File: src/rtl/ipac_pkg.sv
package ipac_pkg;

  typedef enum logic [1:0] {
    SP_ID  = 2'd0,
    SP_IO  = 2'd1,
    SP_INT = 2'd2,
    SP_RSV = 2'd3
  } spaceT;

  // strobes from control to datapath
  typedef struct packed {
    logic load;     // capture a new host request
    logic open;     // assert the select of the latched site/space
    logic capture;  // acknowledge seen: latch read data
    logic expire;   // no acknowledge in time
    logic close;    // deassert all selects
  } strobeT;

endpackage

File: src/rtl/ipac_ctrl.sv
module ipac_ctrl
  import ipac_pkg::*;
#(
  parameter int TIMEOUT_CYC = 32
) (
  input  logic   clk,
  input  logic   rstN,
  input  logic   hostReq,
  input  logic   reqBad,
  input  logic   ackHit,
  output strobeT strobe,
  output logic   hostReady,
  output logic   modClk
);

  localparam int TO_W = $clog2(TIMEOUT_CYC + 1);

  typedef enum logic [1:0] {
    ST_IDLE = 2'd0,
    ST_ARM  = 2'd1,
    ST_WAIT = 2'd2,
    ST_DONE = 2'd3
  } stateT;

  stateT          state, stateNxt;
  logic [TO_W-1:0] waitCnt, waitCntNxt;
  logic            modClkQ;
  logic            clkEn;

  // module clock: half rate, bus events on its rising edge
  always_ff @(posedge clk or negedge rstN) begin
    if (!rstN) modClkQ <= 1'b0;
    else       modClkQ <= ~modClkQ;
  end

  assign clkEn  = ~modClkQ;
  assign modClk = modClkQ;

  always_comb begin
    stateNxt   = state;
    waitCntNxt = waitCnt;
    strobe     = '0;
    unique case (state)
      ST_IDLE: begin
        if (hostReq) begin
          strobe.load = 1'b1;
          stateNxt    = reqBad ? ST_DONE : ST_ARM;
        end
      end
      ST_ARM: begin
        if (clkEn) begin
          strobe.open = 1'b1;
          waitCntNxt  = '0;
          stateNxt    = ST_WAIT;
        end
      end
      ST_WAIT: begin
        if (clkEn) begin
          if (ackHit) begin
            strobe.capture = 1'b1;
            strobe.close   = 1'b1;
            stateNxt       = ST_DONE;
          end else if (waitCnt == TO_W'(TIMEOUT_CYC - 1)) begin
            strobe.expire  = 1'b1;
            strobe.close   = 1'b1;
            stateNxt       = ST_DONE;
          end else begin
            waitCntNxt     = waitCnt + 1'b1;
          end
        end
      end
      ST_DONE: stateNxt = ST_IDLE;
      default: stateNxt = ST_IDLE;
    endcase
  end

  always_ff @(posedge clk or negedge rstN) begin
    if (!rstN) begin
      state   <= ST_IDLE;
      waitCnt <= '0;
    end else begin
      state   <= stateNxt;
      waitCnt <= waitCntNxt;
    end
  end

  assign hostReady = (state == ST_DONE);

endmodule

File: src/rtl/ipac_dpath.sv
module ipac_dpath
  import ipac_pkg::*;
#(
  parameter int SITES    = 4,
  parameter int IO_BYTES = 128,
  parameter int ID_BYTES = 64,
  parameter int DW       = 16,
  localparam int SITE_W  = $clog2(SITES),
  localparam int OFF_W   = $clog2(IO_BYTES),
  localparam int ADDR_W  = 2 + SITE_W + OFF_W,
  localparam int LANES   = DW / 8,
  localparam int LANE_W  = $clog2(LANES)
) (
  input  logic                clk,
  input  logic                rstN,
  input  logic                hostWrite,
  input  logic                hostWord,
  input  logic [ADDR_W-1:0]   hostAddr,
  input  logic [DW-1:0]       hostWdata,
  input  strobeT              strobe,
  output logic                reqBad,
  output logic                ackHit,
  output logic [DW-1:0]       hostRdata,
  output logic                hostTimeout,
  output logic [SITES-1:0]    modIdSelN,
  output logic [SITES-1:0]    modIoSelN,
  output logic [SITES-1:0]    modIntSelN,
  output logic [OFF_W-LANE_W-1:0] modAddr,
  output logic [LANES-1:0]    modBsN,
  output logic                modRwN,
  output logic [DW-1:0]       modDout,
  output logic                modDoe,
  input  logic [DW-1:0]       modDin,
  input  logic [SITES-1:0]    modAckN
);

  spaceT              spaceIn, spaceQ;
  logic [SITE_W-1:0]  siteIn, siteQ;
  logic [OFF_W-1:0]   offIn, offQ;
  logic               writeQ, wordQ, selOn, toQ;
  logic [DW-1:0]      wdataQ, rdataQ, rdLane;
  logic [LANES-1:0]   laneOn;

  // request decode
  assign spaceIn = spaceT'(hostAddr[ADDR_W-1 -: 2]);
  assign siteIn  = hostAddr[OFF_W +: SITE_W];
  assign offIn   = hostAddr[OFF_W-1:0];
  assign reqBad  = (spaceIn == SP_RSV) ||
                   ((spaceIn == SP_ID) && (int'(offIn) >= ID_BYTES));

  always_ff @(posedge clk or negedge rstN) begin
    if (!rstN) begin
      spaceQ <= SP_ID;
      siteQ  <= '0;
      offQ   <= '0;
      writeQ <= 1'b0;
      wordQ  <= 1'b0;
      wdataQ <= '0;
    end else if (strobe.load) begin
      spaceQ <= spaceIn;
      siteQ  <= siteIn;
      offQ   <= offIn;
      writeQ <= hostWrite;
      wordQ  <= hostWord;
      wdataQ <= hostWdata;
    end
  end

  always_ff @(posedge clk or negedge rstN) begin
    if (!rstN)             selOn <= 1'b0;
    else if (strobe.close) selOn <= 1'b0;
    else if (strobe.open)  selOn <= 1'b1;
  end

  // per-site select decode
  for (genvar s = 0; s < SITES; s++) begin : g_site
    logic hit;
    assign hit           = selOn && (siteQ == SITE_W'(s));
    assign modIdSelN[s]  = ~(hit && (spaceQ == SP_ID));
    assign modIoSelN[s]  = ~(hit && (spaceQ == SP_IO));
    assign modIntSelN[s] = ~(hit && (spaceQ == SP_INT));
  end

  assign ackHit = ~modAckN[siteQ];

  // lane enables and read lane merge
  for (genvar l = 0; l < LANES; l++) begin : g_lane
    assign laneOn[l]          = wordQ || (offQ[LANE_W-1:0] == LANE_W'(l));
    assign rdLane[l*8 +: 8]   = laneOn[l] ? modDin[l*8 +: 8] : 8'hFF;
  end

  assign modBsN  = selOn ? ~laneOn : '1;
  assign modAddr = offQ[OFF_W-1:LANE_W];
  assign modRwN  = ~(selOn && writeQ);
  assign modDoe  = selOn && writeQ;
  assign modDout = wdataQ;

  always_ff @(posedge clk or negedge rstN) begin
    if (!rstN) begin
      rdataQ <= '1;
      toQ    <= 1'b0;
    end else begin
      if (strobe.load) begin
        rdataQ <= '1;
        toQ    <= 1'b0;
      end
      if (strobe.capture && !writeQ) rdataQ <= rdLane;
      if (strobe.expire)             toQ    <= 1'b1;
    end
  end

  assign hostRdata   = rdataQ;
  assign hostTimeout = toQ;

endmodule

File: src/rtl/ipac_top.sv
module ipac_top
  import ipac_pkg::*;
#(
  parameter int SITES       = 4,
  parameter int IO_BYTES    = 128,
  parameter int ID_BYTES    = 64,
  parameter int DW          = 16,
  parameter int TIMEOUT_CYC = 32,
  localparam int SITE_W     = $clog2(SITES),
  localparam int OFF_W      = $clog2(IO_BYTES),
  localparam int ADDR_W     = 2 + SITE_W + OFF_W,
  localparam int LANES      = DW / 8,
  localparam int MA_W       = OFF_W - $clog2(LANES)
) (
  input  logic              clk,
  input  logic              rstN,
  input  logic              hostReq,
  input  logic              hostWrite,
  input  logic              hostWord,
  input  logic [ADDR_W-1:0] hostAddr,
  input  logic [DW-1:0]     hostWdata,
  output logic [DW-1:0]     hostRdata,
  output logic              hostReady,
  output logic              hostTimeout,
  output logic              modClk,
  output logic [SITES-1:0]  modIdSelN,
  output logic [SITES-1:0]  modIoSelN,
  output logic [SITES-1:0]  modIntSelN,
  output logic [MA_W-1:0]   modAddr,
  output logic [LANES-1:0]  modBsN,
  output logic              modRwN,
  output logic [DW-1:0]     modDout,
  output logic              modDoe,
  input  logic [DW-1:0]     modDin,
  input  logic [SITES-1:0]  modAckN
);

  strobeT strobe;
  logic   reqBad, ackHit;

  ipac_ctrl #(.TIMEOUT_CYC(TIMEOUT_CYC)) u_ctrl (
    .clk(clk), .rstN(rstN), .hostReq(hostReq), .reqBad(reqBad),
    .ackHit(ackHit), .strobe(strobe), .hostReady(hostReady), .modClk(modClk)
  );

  ipac_dpath #(
    .SITES(SITES), .IO_BYTES(IO_BYTES), .ID_BYTES(ID_BYTES), .DW(DW)
  ) u_dpath (
    .clk(clk), .rstN(rstN), .hostWrite(hostWrite), .hostWord(hostWord),
    .hostAddr(hostAddr), .hostWdata(hostWdata), .strobe(strobe),
    .reqBad(reqBad), .ackHit(ackHit), .hostRdata(hostRdata),
    .hostTimeout(hostTimeout), .modIdSelN(modIdSelN), .modIoSelN(modIoSelN),
    .modIntSelN(modIntSelN), .modAddr(modAddr), .modBsN(modBsN),
    .modRwN(modRwN), .modDout(modDout), .modDoe(modDoe), .modDin(modDin),
    .modAckN(modAckN)
  );

endmodule

File: config.mk
export PLATFORM = sky130hd
export DESIGN_NAME = ipac_top
export DESIGN_NICKNAME = d
export VERILOG_FILES = /design/src/rtl/ipac_pkg.sv /design/src/rtl/ipac_ctrl.sv /design/src/rtl/ipac_dpath.sv /design/src/rtl/ipac_top.sv
export SDC_FILE = /design/constraint.sdc
export NUM_CORES = 1
export LEC_CHECK = 0
export BUFFER_PORTS_ARGS = -buffer_cell sky130_fd_sc_hd__buf_4
export CORE_MARGIN = 3
export CORE_UTILIZATION = 52
export DETAILED_ROUTE_END_ITERATION = 12
export PLACE_DENSITY = 0.9
export SLEW_MARGIN = 30
export SYNTH_ARGS = -nofsm -noshare
export SYNTH_HDL_FRONTEND = slang
export SYNTH_SLANG_ARGS = --single-unit
File: constraint.sdc
create_clock -name clk -period 3.8 [get_ports clk]
set_clock_uncertainty 0.2 [all_clocks]
set_input_delay 0.19 -clock clk [delete_from_list [all_inputs] [get_ports clk]]
set_output_delay 0.19 -clock clk [all_outputs]
set_load 0.01 [all_outputs]
**Word-level counts from Yosys, hierarchy flattened**

Cells that the tools add are included.

- Word-level logic and storage cells: 113
- Bits of input ports: 52
- Register bits: 56

- Bitwise logic cells: 16
- $lt $le $gt $ge: 2
- Mux-type cells: 33
- $add $sub $neg: 1
- Equality and inequality tests: 16
- Reductions and logical operators: 33

Operators by type and width:

| kind | number |
|---|---|
| $mux 16 | 2 |
| $mux 6 | 4 |
| $logic_and 1x1->1 | 19 |
| $mux 2 | 8 |
| $mux 8 | 2 |
| $not 1->1 | 15 |
| $eq 2x2->1 const B | 6 |
| $mux 1 | 12 |
| $pmux 6 s2 | 1 |
| $logic_not 2->1 | 4 |
| $ne 2x2->1 const B | 4 |
| $pmux 2 s4 | 1 |
| $reduce_bool 2->1 | 4 |
| $ge 7x7->1 const B | 1 |
| $add 6x1->6 const B | 1 |
| $eq 2x1->1 const B | 3 |
| $eq 6x5->1 const B | 1 |
| $mux 3 | 2 |
| $reduce_and 5->1 | 1 |
| $reduce_and 4->1 | 1 |
| $logic_or 1x1->1 | 3 |
| $lt 2x3->1 const B | 1 |
| $ne 3x3->1 const B | 1 |
| $bmux 1 s2 | 1 |
| other kinds (3) | 3 |

**Logic depth before layout (Yosys ltp)**

Gate-level depths: netlist of the first run.

- Depth in word-level cells: 7
- Mapped depth: 7
- Mapped depth without buffers: 6

**By module**

Synthesis of the first run repeated with hierarchy kept, for this count alone.

- Cell total of the unflattened synthesis: 210
- Area total of the unflattened synthesis: 2615.0 µm²

By module, submodules not included:

| module | instances | cells each | area each (µm²) | seq. area each (µm²) |
|---|---|---|---|---|
| ipac_dpath | 1 | 145 | 1963.1 | 1196.1 |
| ipac_ctrl | 1 | 65 | 651.9 | 225.2 |

**Least setup slack after synthesis of the first run**

No wires, ideal clock.

- Kind: reg-to-reg
- From: register u_ctrl.state[0]
- To: register u_ctrl.waitCnt[2]
- Data required time: 3.531 ns
- Cell stages (with the launch flop): 8
- Path slack: 1.817 ns
- Library setup time: 0.069 ns
- Buffers on the path: 1
- Data arrival time: 1.714 ns
- Cell sequence: dfrtp_1 inv_1 ha_1 o21ai_1 nand2_1 clkbuf_1 or4b_1 nand3_1

- Cells in the longest elaborated chain, start to end: 3
- Elaborated cells between the ends (all ways): 9

RTL lines:

| item | line | source |
|---|---|---|
| start: declaration | ipac_ctrl.sv:25 | `stateT state, stateNxt;` |
| start signal: assignment | ipac_ctrl.sv:82 | `state <= stateNxt;` |
| $eq 2x2->1 / $eq 2x1->1 (equally long branches) | ipac_ctrl.sv:43 | `unique case (state)` |
| $ne 2x1->1 (no line) (tied with other cells) | n/a |  |
| $reduce_and 5->1 (no line) | n/a |  |
| end signal: assignment | ipac_ctrl.sv:83 | `waitCnt <= waitCntNxt;` |
| end: declaration | ipac_ctrl.sv:26 | `logic [TO_W-1:0] waitCnt, waitCntNxt;` |

Several ways; a longest one is shown, not always the timed one.
A chain may end at the register's enable or synchronous reset.

**Worst setup path in the final report of the first run**

- From: register u_ctrl.state[0]
- To: register u_dpath.rdataQ[1] (netlist: u_dpath.hostRdata[1])

- Cells in the longest elaborated chain, start to end: 4
- Elaborated cells between the ends (all ways): 7

RTL lines:

| item | line | source |
|---|---|---|
| $eq 2x2->1 | ipac_ctrl.sv:43 |  |
| $mux 3 | ipac_ctrl.sv:43 |  |
| $logic_and 1x1->1 | ipac_dpath.sv:107 | `if (strobe.capture && !writeQ) rdataQ <= rdLane;` |
| $mux 16 / $reduce_bool 2->1 (equally long branches) | n/a |  |
| end signal: assignment | ipac_dpath.sv:107 |  |
| end: declaration | ipac_dpath.sv:41 | `logic [DW-1:0] wdataQ, rdataQ, rdLane;` |

Several ways; a longest one is shown, not always the timed one.

==> results of run 1 <==
power breakdown:
group	leakage, nW	internal, mW	switching, mW
combinational	1.26	0.614	0.772
clock	0.0582	0.174	0.204
sequential	0.672	0.893	0.203
total	1.99	1.68	1.18
worst max path at each step:
stage / to / slack [ns] / depth (start not counted)
floorplan: u_ctrl.waitCnt[2] / 1.82 / 7
global placement: u_dpath.spaceQ[0] / 1.55 / 6
detailed placement: u_dpath.hostRdata[1] / 1.45 / 7
CTS: u_dpath.hostRdata[1] / 1.42 / 7
global route: u_dpath.hostRdata[1] / 1.21 / 7
finish: u_dpath.hostRdata[1] / 1.39 / 7
worst register-to-register path, delay by kind of cell (launching register included):
kind	cells	cell delay (ns)
flops	1	0.43
buf+inv	2	0.49
compound gates	1	0.16
fa+ha+maj	1	0.46
simple gates	3	0.61
cell usage after synthesis (all sizes together):
master,number
a21oi,19
nand3,12
nor3b,3
inv,5
and3,1
nand2b,3
mux4,1
o22ai,1
or4,1
o311ai,2
a32o,1
ha,6
nor2,22
nand2,106
or4b,2
nor2b,4
o211a,1
o211ai,2
nor3,16
a211o,1
and2,1
and3b,2
dfrtp,40
dfstp,16
nand4,2
o221a,1
buf,12
o32a,1
o21ai,4
clkbuf,9
or3,1
nand4b,1
layer usage:
| metal | track usage, % | vias up |
|---|---|---|
| li1 | - | 1267 |
| met1 | 35.57 | 1290 |
| met2 | 51.03 | 137 |
| met3 | 7.913 | 24 |
| met4 | 9.091 | 0 |
| met5 | 0 | - |
kinds of logic after synthesis:
| logic type | count (synthesis) | share of synthesized area (%) |
|---|---|---|
| AND/OR/NAND/NOR | 177 | 28.93 |
| flip-flops | 56 | 52.50 |
| AO/OA/AOI/OAI | 33 | 9.612 |
| buffers and inverters | 26 | 5.360 |
| adder cells (fa/ha/maj) | 6 | 2.773 |
| multiplexers | 1 | 0.8317 |
per-stage QoR:
| step | total power [mW] | hold WS, ns | worst slack, ns |
|---|---|---|---|
| after floorplan | 1.824 | -0.3056 | 1.817 |
| after detailed placement | 2.370 | 0.07819 | 1.446 |
| after global routing | 3.047 | 0.3214 | 1.208 |
| final | 2.859 | 0.2278 | 1.392 |
| after global placement | 2.311 | 0.07811 | 1.553 |
| after CTS | 2.785 | 0.2081 | 1.418 |
layout make-up:
type	instances	area (um^2)	area share, %
clock buffers	6	93.84	2.304
clock inverters	2	16.27	0.3994
well taps	67	83.83	2.058
multi-input cells	217	1145	28.11
flip-flops and latches	56	1421	34.90
inverters	5	18.77	0.4608
repair buffers	157	1294	31.77
registers in the layout (all words and copies together), names as in the netlist, 2 cells and up:
name and flops:
u_dpath.hostRdata 16, u_dpath.spaceQ 2, u_dpath.siteQ 2, u_ctrl.waitCnt 6
u_dpath.offQ 7, u_dpath.modDout 16, u_ctrl.state 2
repair_timing:
action,4_1_cts,5_1_grt
hold endpoints to repair,85,0
buffers inserted,0,0
hold buffers,46,0
==> flow_metrics.env, run 1 <==
export IMPL_status="finished clean"
export IMPL_grt_antenna_before_repair=0
export IMPL_tritoncts="done"
export IMPL_cts_clk_slew_worst_paths_ns=0.11
export IMPL_netlist_area_leader_share_pct=36.97
export IMPL_final_min_period_over_clock_period_pct=63.37
export IMPL_area_growth_synth_to_final_pct=50.42
export IMPL_worst_r2r_startpoint="u_ctrl.state[0]"
export IMPL_min_from="hostReq"
export IMPL_wl_met3_um=662
export IMPL_synth_area_um2=2708
export IMPL_gp_congestion=0.8332
export IMPL_firstDrtPassIters=4
export IMPL_synth_warning_count=0
export IMPL_worstSkewPairLatency_ns=0.30
export IMPL_crit_path_cell_trace="inv_1 -> ha_1 -> nor2b_1 -> nor3b_4 -> buf_4 -> nor3_1 -> a21oi_1"
export IMPL_core_um2=4880
export IMPL_instances_no_fill=510
export IMPL_r2r_end="u_dpath.hostRdata[1]"
export IMPL_route_met2_wl_mm=4.512
export IMPL_synthesis_area_per_instance_um2=9.056
export IMPL_io_pins=109
export IMPL_cpMaxStageDelayCell="sky130_fd_sc_hd__ha_1"
export IMPL_met1Wirelength_mm=3.296
export IMPL_timing_max_slew_rel_slack_pct=53.94
export IMPL_achievable_frequency_mhz=415.3
export IMPL_routed_top_layer="met4"
export IMPL_placement_row_count=25
export IMPL_critical_path_top_delay_family="simple AND/OR/NAND/NOR gates"
export IMPL_setup_violations_final=0
export IMPL_synth_sequential_area_ratio_pct=52.50
export IMPL_detail_route_wl_per_cell_um=17.05
export IMPL_worstPathMaxFanout=32
export IMPL_grtUsageTotal_pct=29.34
export IMPL_grt_pass1_vias=2831
export IMPL_die_area_um2=6109
export IMPL_power_static_leakage_nw=1.989
export IMPL_cts_made_buffers=5
export IMPL_dieWidth_um=78.16
export IMPL_filler_cell_count=258
export IMPL_layout_drive_gt1_share_pct=34.99
export IMPL_min_tclk_post_route_ns=2.408
export IMPL_insertedDiodeCount=0
export IMPL_drt_wl_total_mm=8.694
export IMPL_dp_cells=456
export IMPL_rsz_0062_raised_after_global_routing="false"
export IMPL_synth_area_top_cells="sky130_fd_sc_hd__dfrtp_1 37%, sky130_fd_sc_hd__dfstp_2 16%, sky130_fd_sc_hd__nand2_1 15%, sky130_fd_sc_hd__a21oi_2 4.5%, sky130_fd_sc_hd__nor2_1 3.0%"
export IMPL_route_antenna_remaining_nets=0
export IMPL_grt_remaining_overflow=0
export IMPL_nNetsFinal=500
export IMPL_timing_worst_setup_path_type="reg2reg"
export IMPL_starting_density_of_the_core_pct=55.49
export IMPL_r2r_cells=7
export IMPL_synth_seq_cells=56
export IMPL_post_dp_hpwl_mm=4.848
export IMPL_final_core_utilization_pct=83.46
export IMPL_netlist_instances=299
export IMPL_drt_initial_drc_count=218
export IMPL_synth_cell_type_count=38
export IMPL_grt_pass1_wl_mm=14.03
export IMPL_clock_sink_count=56
export IMPL_place_area_um2=3502
export IMPL_synth_net_count=357
export IMPL_crit_path_end_kind="flip-flop"
export IMPL_synth_top_cell_by_area="sky130_fd_sc_hd__dfrtp_1"
export IMPL_drv_slew=0
export IMPL_setup_crit_start="u_ctrl.state[0]"
export IMPL_num_vias=2718
export IMPL_largest_net_degree_at_the_start_of_global_routing=57
export IMPL_rrSetupSlack_ns=1.39
export IMPL_numPortBuffers=108
export IMPL_post_route_cell_area_um2=4073
export IMPL_timing_worst_slew_pin_value_ns=0.6908
export IMPL_worst_hold_stages=4
export IMPL_start_kind="flip-flop"
export IMPL_cts_max_level=2
export IMPL_timing_critical_path_buf_inv=2
export IMPL_cts_root_buf="sky130_fd_sc_hd__clkbuf_8"
export IMPL_ctsLongestPathBuffers=2
export IMPL_powerDensity_nw_per_um2=702.0
export IMPL_setup_total_negative_slack_ns=0
export IMPL_cp_data_arrival_time_ns=2.45
export IMPL_hold_viol=0
export IMPL_final_cell_mix="111 x sky130_fd_sc_hd__buf_4, 105 x sky130_fd_sc_hd__nand2_1, 46 x sky130_fd_sc_hd__dlygate4sd3_1"
export IMPL_mostFrequentLayoutCell="sky130_fd_sc_hd__buf_4"
export IMPL_post_cts_resized=0
export IMPL_vdd_ir_drop_max_mv=0.4963
export IMPL_worst_endpoint_required_ns=3.84
export IMPL_hold_end="u_ctrl.state[1]"
export IMPL_critPathMaxStageDelay_ns=0.46
export IMPL_maxCapViolCount=0
export IMPL_viasPerCell=5.329
export IMPL_min_path_type="in2reg"
export IMPL_dieHeight_um=78.16
export IMPL_drcViolationCount=0
Power figures use the tool's default switching activity.
==> inputs of run 2 (changes only) <==
- CORE_UTILIZATION: 52 -> 48
- PLACE_DENSITY: 0.9 -> 0.84
- clock period: 3.8 -> 2.51 ns (I/O delays scaled with it)
==> run 2 against run 1 <==
Compared with the run above:
- sequential share of layout area unchanged
- via count decreased by 5.3%
- first-iteration DRC count decreased by 44%
- cell count increased by 0.78%
- cell area unchanged
- flip-flop and latch count unchanged
- register-to-register slack got worse by 1.2 ns
- setup slack got worse by 1.2 ns
- core utilization decreased by 6.2 points
- wire length decreased by 17%
- critical path depth decreased by 1
- critical path type unchanged
- critical endpoint is now u_ctrl.waitCnt[5]
- largest power group unchanged
==> flow_metrics.env, run 2 (synthesized netlist as in run 1, its figures left out) <==
export IMPL_status="finished clean"
export IMPL_cp_data_arrival_time_ns=2.41
export IMPL_crit_path_end_kind="flip-flop"
export IMPL_dieHeight_um=81.11
export IMPL_grtUsageTotal_pct=23.38
export IMPL_drv_slew=0
export IMPL_num_vias=2575
export IMPL_post_cts_resized=0
export IMPL_min_tclk_post_route_ns=2.363
export IMPL_min_path_type="in2async"
export IMPL_worst_endpoint_required_ns=2.56
export IMPL_ctsLongestPathBuffers=2
export IMPL_place_ws_ns=0.2015
export IMPL_setup_violations_final=0
export IMPL_start_kind="flip-flop"
export IMPL_layout_drive_gt1_share_pct=34.23
export IMPL_powerDensity_nw_per_um2=1014
export IMPL_clock_sink_count=56
export IMPL_hold_viol=0
export IMPL_setup_total_negative_slack_ns=0
export IMPL_firstDrtPassIters=4
export IMPL_final_cell_mix="110 x sky130_fd_sc_hd__buf_4, 106 x sky130_fd_sc_hd__nand2_1, 47 x sky130_fd_sc_hd__dlygate4sd3_1"
export IMPL_place_area_um2=3515
export IMPL_post_dp_hpwl_mm=4.633
export IMPL_mostFrequentLayoutCell="sky130_fd_sc_hd__buf_4"
export IMPL_grt_antenna_before_repair=0
export IMPL_timing_max_slew_rel_slack_pct=54.07
export IMPL_placement_row_count=26
export IMPL_drt_wl_total_mm=7.258
export IMPL_holdWs_ns=0.1964
export IMPL_grt_pass1_vias=2636
export IMPL_insertedDiodeCount=0
export IMPL_area_growth_synth_to_final_pct=50.42
export IMPL_nNetsFinal=501
export IMPL_maxCapViolCount=0
export IMPL_cts_root_buf="sky130_fd_sc_hd__clkbuf_8"
export IMPL_worst_slack_ns=0.1465
export IMPL_cts_made_buffers=5
export IMPL_power_static_leakage_nw=1.974
export IMPL_cts_max_level=2
export IMPL_tritoncts="done"
export IMPL_route_antenna_remaining_nets=0
export IMPL_worstPathMaxFanout=15
export IMPL_worst_r2r_startpoint="u_ctrl.state[0]"
export IMPL_numPortBuffers=108
export IMPL_io_pins=109
export IMPL_cts_clk_slew_worst_paths_ns=0.09
export IMPL_die_area_um2=6578
export IMPL_rsz_0062_raised_after_global_routing="false"
export IMPL_viasPerCell=5.010
export IMPL_grt_remaining_overflow=0
export IMPL_post_route_cell_area_um2=4073
export IMPL_grt_pass1_wl_mm=11.90
export IMPL_vdd_ir_drop_max_mv=0.6396
export IMPL_timing_worst_setup_path_type="reg2reg"
export IMPL_core_um2=5270
export IMPL_drt_initial_drc_count=122
export IMPL_timing_worst_slew_pin_value_ns=0.6889
export IMPL_setup_crit_start="u_ctrl.state[0]"
export IMPL_final_min_period_over_clock_period_pct=94.16
export IMPL_drcViolationCount=0
export IMPL_largest_net_degree_at_the_start_of_global_routing=57
export IMPL_detail_route_wl_per_cell_um=14.12
export IMPL_achievable_frequency_mhz=423.1
export IMPL_final_core_utilization_pct=77.28
export IMPL_worstSkewPairLatency_ns=0.31
export IMPL_gp_congestion=0.8318
export IMPL_starting_density_of_the_core_pct=51.38
export IMPL_dieWidth_um=81.11
-- run 2: changes by cell type in the layout (fill, tap and decap cells not counted) --
cell                            change
sky130_fd_sc_hd__and2_2             -1
sky130_fd_sc_hd__clkinvlp_4         +2
sky130_fd_sc_hd__and2_1             +1
sky130_fd_sc_hd__nand2_2            -1
sky130_fd_sc_hd__inv_8              -1
sky130_fd_sc_hd__clkinv_2           -1
sky130_fd_sc_hd__nand2_1            +1
sky130_fd_sc_hd__clkinv_1           +1
sky130_fd_sc_hd__clkbuf_16          -1
sky130_fd_sc_hd__buf_4              -1
sky130_fd_sc_hd__dlygate4sd3_1      +1
sky130_fd_sc_hd__buf_12             +1
-- run 2: final cells by class --
class / count / area, um^2
inverters: 5 / 18.77
repair buffers: 158 / 1316
multi-input cells: 217 / 1141
flip-flops and latches: 56 / 1421
clock buffers: 5 / 68.82
fillers: 377 / 1197
well taps: 70 / 87.58
clock inverters: 3 / 18.77
-- run 2: per-layer routing --
metal / track usage (%) / vias up / wire length [um]
met1: 27.79 / 1201 / 2921
met2: 42.28 / 95 / 3766
met3: 5.765 / 11 / 460
li1: - / 1268 / -
met4: 5.743 / 0 / 110
met5: 0 / - / 0
-- run 2: power by group --
| part | switching (mW) | total (mW) | internal (mW) |
|---|---|---|---|
| Sequential | 0.286 | 1.64 | 1.35 |
| Combinational | 1.08 | 2.01 | 0.929 |
| Clock | 0.285 | 0.478 | 0.193 |
| Total | 1.66 | 4.13 | 2.47 |
-- run 2: path summary, 6_finish.rpt --
path / to / slack (ns) / cells past startpoint
worst max-delay path: u_ctrl.waitCnt[5] / 0.15 / 6
worst min-delay path: u_dpath.offQ[4] / 0.20 / 2
worst max register to register: u_ctrl.waitCnt[5] / 0.15 / 6
worst min register to register: u_dpath.modDout[11] / 0.29 / 2
max in group asynchronous: u_ctrl.waitCnt[2] / 1.45 / 2
min in group clk: u_dpath.hostTimeout / 0.27 / 3
-- run 2: worst max-delay path: stages (launching register included) --
cell and delay (ns):
sky130_fd_sc_hd__dfrtp_1 0.42, sky130_fd_sc_hd__inv_1 0.10, sky130_fd_sc_hd__ha_1 0.38, sky130_fd_sc_hd__o21ai_1 0.27, sky130_fd_sc_hd__nand2_1 0.26, sky130_fd_sc_hd__or4_1 0.58, sky130_fd_sc_hd__nand3_1 0.09
-- run 2: timing repair --
item	CTS	global route
hold buffers	47	0
endpoints found under the hold margin	86	0
buffers inserted	0	0
-- run 2: through the flow --
stage	instances	total power, mW
floorplan	299	2.761
global placement	459	3.501
detailed placement	459	3.587
CTS	514	4.133
global route	514	4.438
finish	514	4.131
==> inputs of run 3 (changes only) <==
- PLACE_DENSITY: 0.84 -> 0.79
==> run 3 against run 2 <==
Compared with the run above:
- critical path type unchanged
- hold slack got worse by 0.012 ns
- global-route usage is 0.22 points lower
- largest power group unchanged
- combinational power about the same
- largest cell class unchanged
- maximum frequency is 1.5% lower
==> flow_metrics.env, run 3 (synthesized netlist as in run 1, its figures left out) <==
export IMPL_start_kind="flip-flop"
export IMPL_cts_clk_slew_worst_paths_ns=0.09
export IMPL_starting_density_of_the_core_pct=51.38
export IMPL_largest_net_degree_at_the_start_of_global_routing=57
export IMPL_grt_remaining_overflow=0
export IMPL_maxCapViolCount=0
export IMPL_mostFrequentLayoutCell="sky130_fd_sc_hd__buf_4"
export IMPL_status="finished clean"
export IMPL_placement_row_count=26
export IMPL_worstPathMaxFanout=4
export IMPL_drv_slew=0
export IMPL_vdd_ir_drop_max_mv=0.5887
export IMPL_achievable_frequency_mhz=416.6
export IMPL_drcViolationCount=0
export IMPL_firstDrtPassIters=5
export IMPL_critical_path_cell_count=7
export IMPL_grt_pass1_wl_mm=11.85
export IMPL_clock_sink_count=56
export IMPL_die_area_um2=6578
export IMPL_area_growth_synth_to_final_pct=52.17
export IMPL_cpMaxStageDelayCell="sky130_fd_sc_hd__dlygate4sd3_1"
export IMPL_viasPerCell=5.050
export IMPL_setup_violations_final=0
export IMPL_min_tclk_post_route_ns=2.400
export IMPL_io_pins=109
export IMPL_cts_made_buffers=5
export IMPL_insertedDiodeCount=0
export IMPL_worstSkewPairLatency_ns=0.31
export IMPL_grt_antenna_before_repair=0
export IMPL_nNetsFinal=504
export IMPL_drt_initial_drc_count=124
export IMPL_setup_total_negative_slack_ns=0
export IMPL_num_vias=2611
export IMPL_tritoncts="done"
export IMPL_gp_congestion=0.8240
export IMPL_route_antenna_remaining_nets=0
export IMPL_timing_critical_path_buf_inv=3
export IMPL_final_cell_mix="111 x sky130_fd_sc_hd__buf_4, 106 x sky130_fd_sc_hd__nand2_1, 49 x sky130_fd_sc_hd__dlygate4sd3_1"
export IMPL_timing_max_slew_rel_slack_pct=54.20
export IMPL_cts_post_setup_buffers_inserted=0
export IMPL_crit_path_cell_trace="inv_1 -> ha_1 -> and2_1 -> nand2_1 -> dlygate4sd3_1 -> nand2_1 -> dlygate4sd3_1"
export IMPL_dieHeight_um=81.11
export IMPL_numPortBuffers=108
export IMPL_cp_data_arrival_time_ns=2.40
export IMPL_hold_viol=0
export IMPL_min_path_type="in2async"
export IMPL_r2r_cells=7
export IMPL_worst_slack_ns=0.1096
export IMPL_cts_max_level=2
export IMPL_rsz_0062_raised_after_global_routing="false"
export IMPL_layout_drive_gt1_share_pct=34.23
export IMPL_critPathMaxStageDelay_ns=0.54
export IMPL_cts_root_buf="sky130_fd_sc_hd__clkbuf_8"
export IMPL_critical_path_top_delay_family="buffers and inverters"
export IMPL_post_cts_resized=0
export IMPL_p_total_mw=4.243
export IMPL_power_static_leakage_nw=2.003
export IMPL_timing_worst_setup_path_type="reg2reg"
export IMPL_worst_endpoint_required_ns=2.51
export IMPL_dieWidth_um=81.11
export IMPL_ctsLongestPathBuffers=2
export IMPL_drt_wl_total_mm=7.268
export IMPL_grt_pass1_vias=2588
export IMPL_powerDensity_nw_per_um2=1030
export IMPL_detail_route_wl_per_cell_um=14.06
export IMPL_core_um2=5270
export IMPL_timing_worst_slew_pin_value_ns=0.6870
export IMPL_final_min_period_over_clock_period_pct=95.63
export IMPL_grtUsageTotal_pct=23.16
export IMPL_post_dp_hpwl_mm=4.628
export IMPL_crit_path_end_kind="flip-flop"
export IMPL_place_ws_ns=0.2939
[run 3: cell count changes in the layout (fill, tap and decap cells not counted), sizes merged]
| cell | change |
|---|---|
| dlygate4sd3 | +2 |
| clkinvlp | -2 |
| bufinv | +1 |
| buf | +1 |
| clkbuf | +1 |
[run 3: where the power goes]
part           internal (mW)  switching [mW]
Sequential              1.35           0.285
Clock                  0.296           0.284
Combinational          0.949            1.08
Total                   2.60            1.65
[run 3: worst reg2reg max path, stage by stage (launching register included)]
cell and delay (ns):
sky130_fd_sc_hd__dfrtp_1 0.41, sky130_fd_sc_hd__inv_1 0.10, sky130_fd_sc_hd__ha_1 0.23, sky130_fd_sc_hd__and2_1 0.16, sky130_fd_sc_hd__nand2_1 0.07, sky130_fd_sc_hd__dlygate4sd3_1 0.54, sky130_fd_sc_hd__nand2_1 0.04, sky130_fd_sc_hd__dlygate4sd3_1 0.54
[run 3: path summary, 6_finish.rpt]
check / startpoint / slack [ns] / end
worst min register to register: u_dpath.modDout[1] / 0.29 / u_dpath.modDout[1]
max in group asynchronous: rstN / 1.46 / u_dpath.selOn
min in group clk: modAckN[0] / 0.25 / u_dpath.hostTimeout
worst max register to register: u_ctrl.state[0] / 0.11 / u_dpath.writeQ
worst min-delay path: rstN / 0.18 / u_ctrl.modClk
worst max-delay path: u_ctrl.state[0] / 0.11 / u_dpath.writeQ
[run 3: layer usage]
layer / part of all wire, % / up-vias / global-route usage (%)
li1: - / 1271 / -
met2: 51 / 101 / 41.22
met5: 0 / - / 0
met1: 41 / 1231 / 28.52
met3: 7.0 / 8 / 4.878
met4: 0.95 / 0 / 6.081
[run 3: area by class of cell]
type / instances / area [um^2]
Fill cell: 375 / 1150
Sequential cell: 56 / 1421
Inverter: 5 / 18.77
Clock inverter: 2 / 35.03
Clock buffer: 6 / 72.57
Tap cell: 70 / 87.58
Timing Repair Buffer: 161 / 1344
Multi-Input combinational cell: 217 / 1141
[run 3: per-stage QoR]
stage                     util [%]  std cells  cell area (um^2)  hold slack (ns)
after detailed placement     66.83        460              3522          0.02170
after global routing         78.18        517              4120           0.2599
after floorplan                  -        299              2708          -0.3701
after global placement       66.83        460              3522          0.02464
final                        78.18        517              4120           0.1841
after CTS                    78.18        517              4120           0.2221
[run 3: timing repair]
item / CTS / global route
hold endpoints to repair: 86 / 0
hold buffers: 49 / 0
endpoints found under the setup margin: 0 / 0
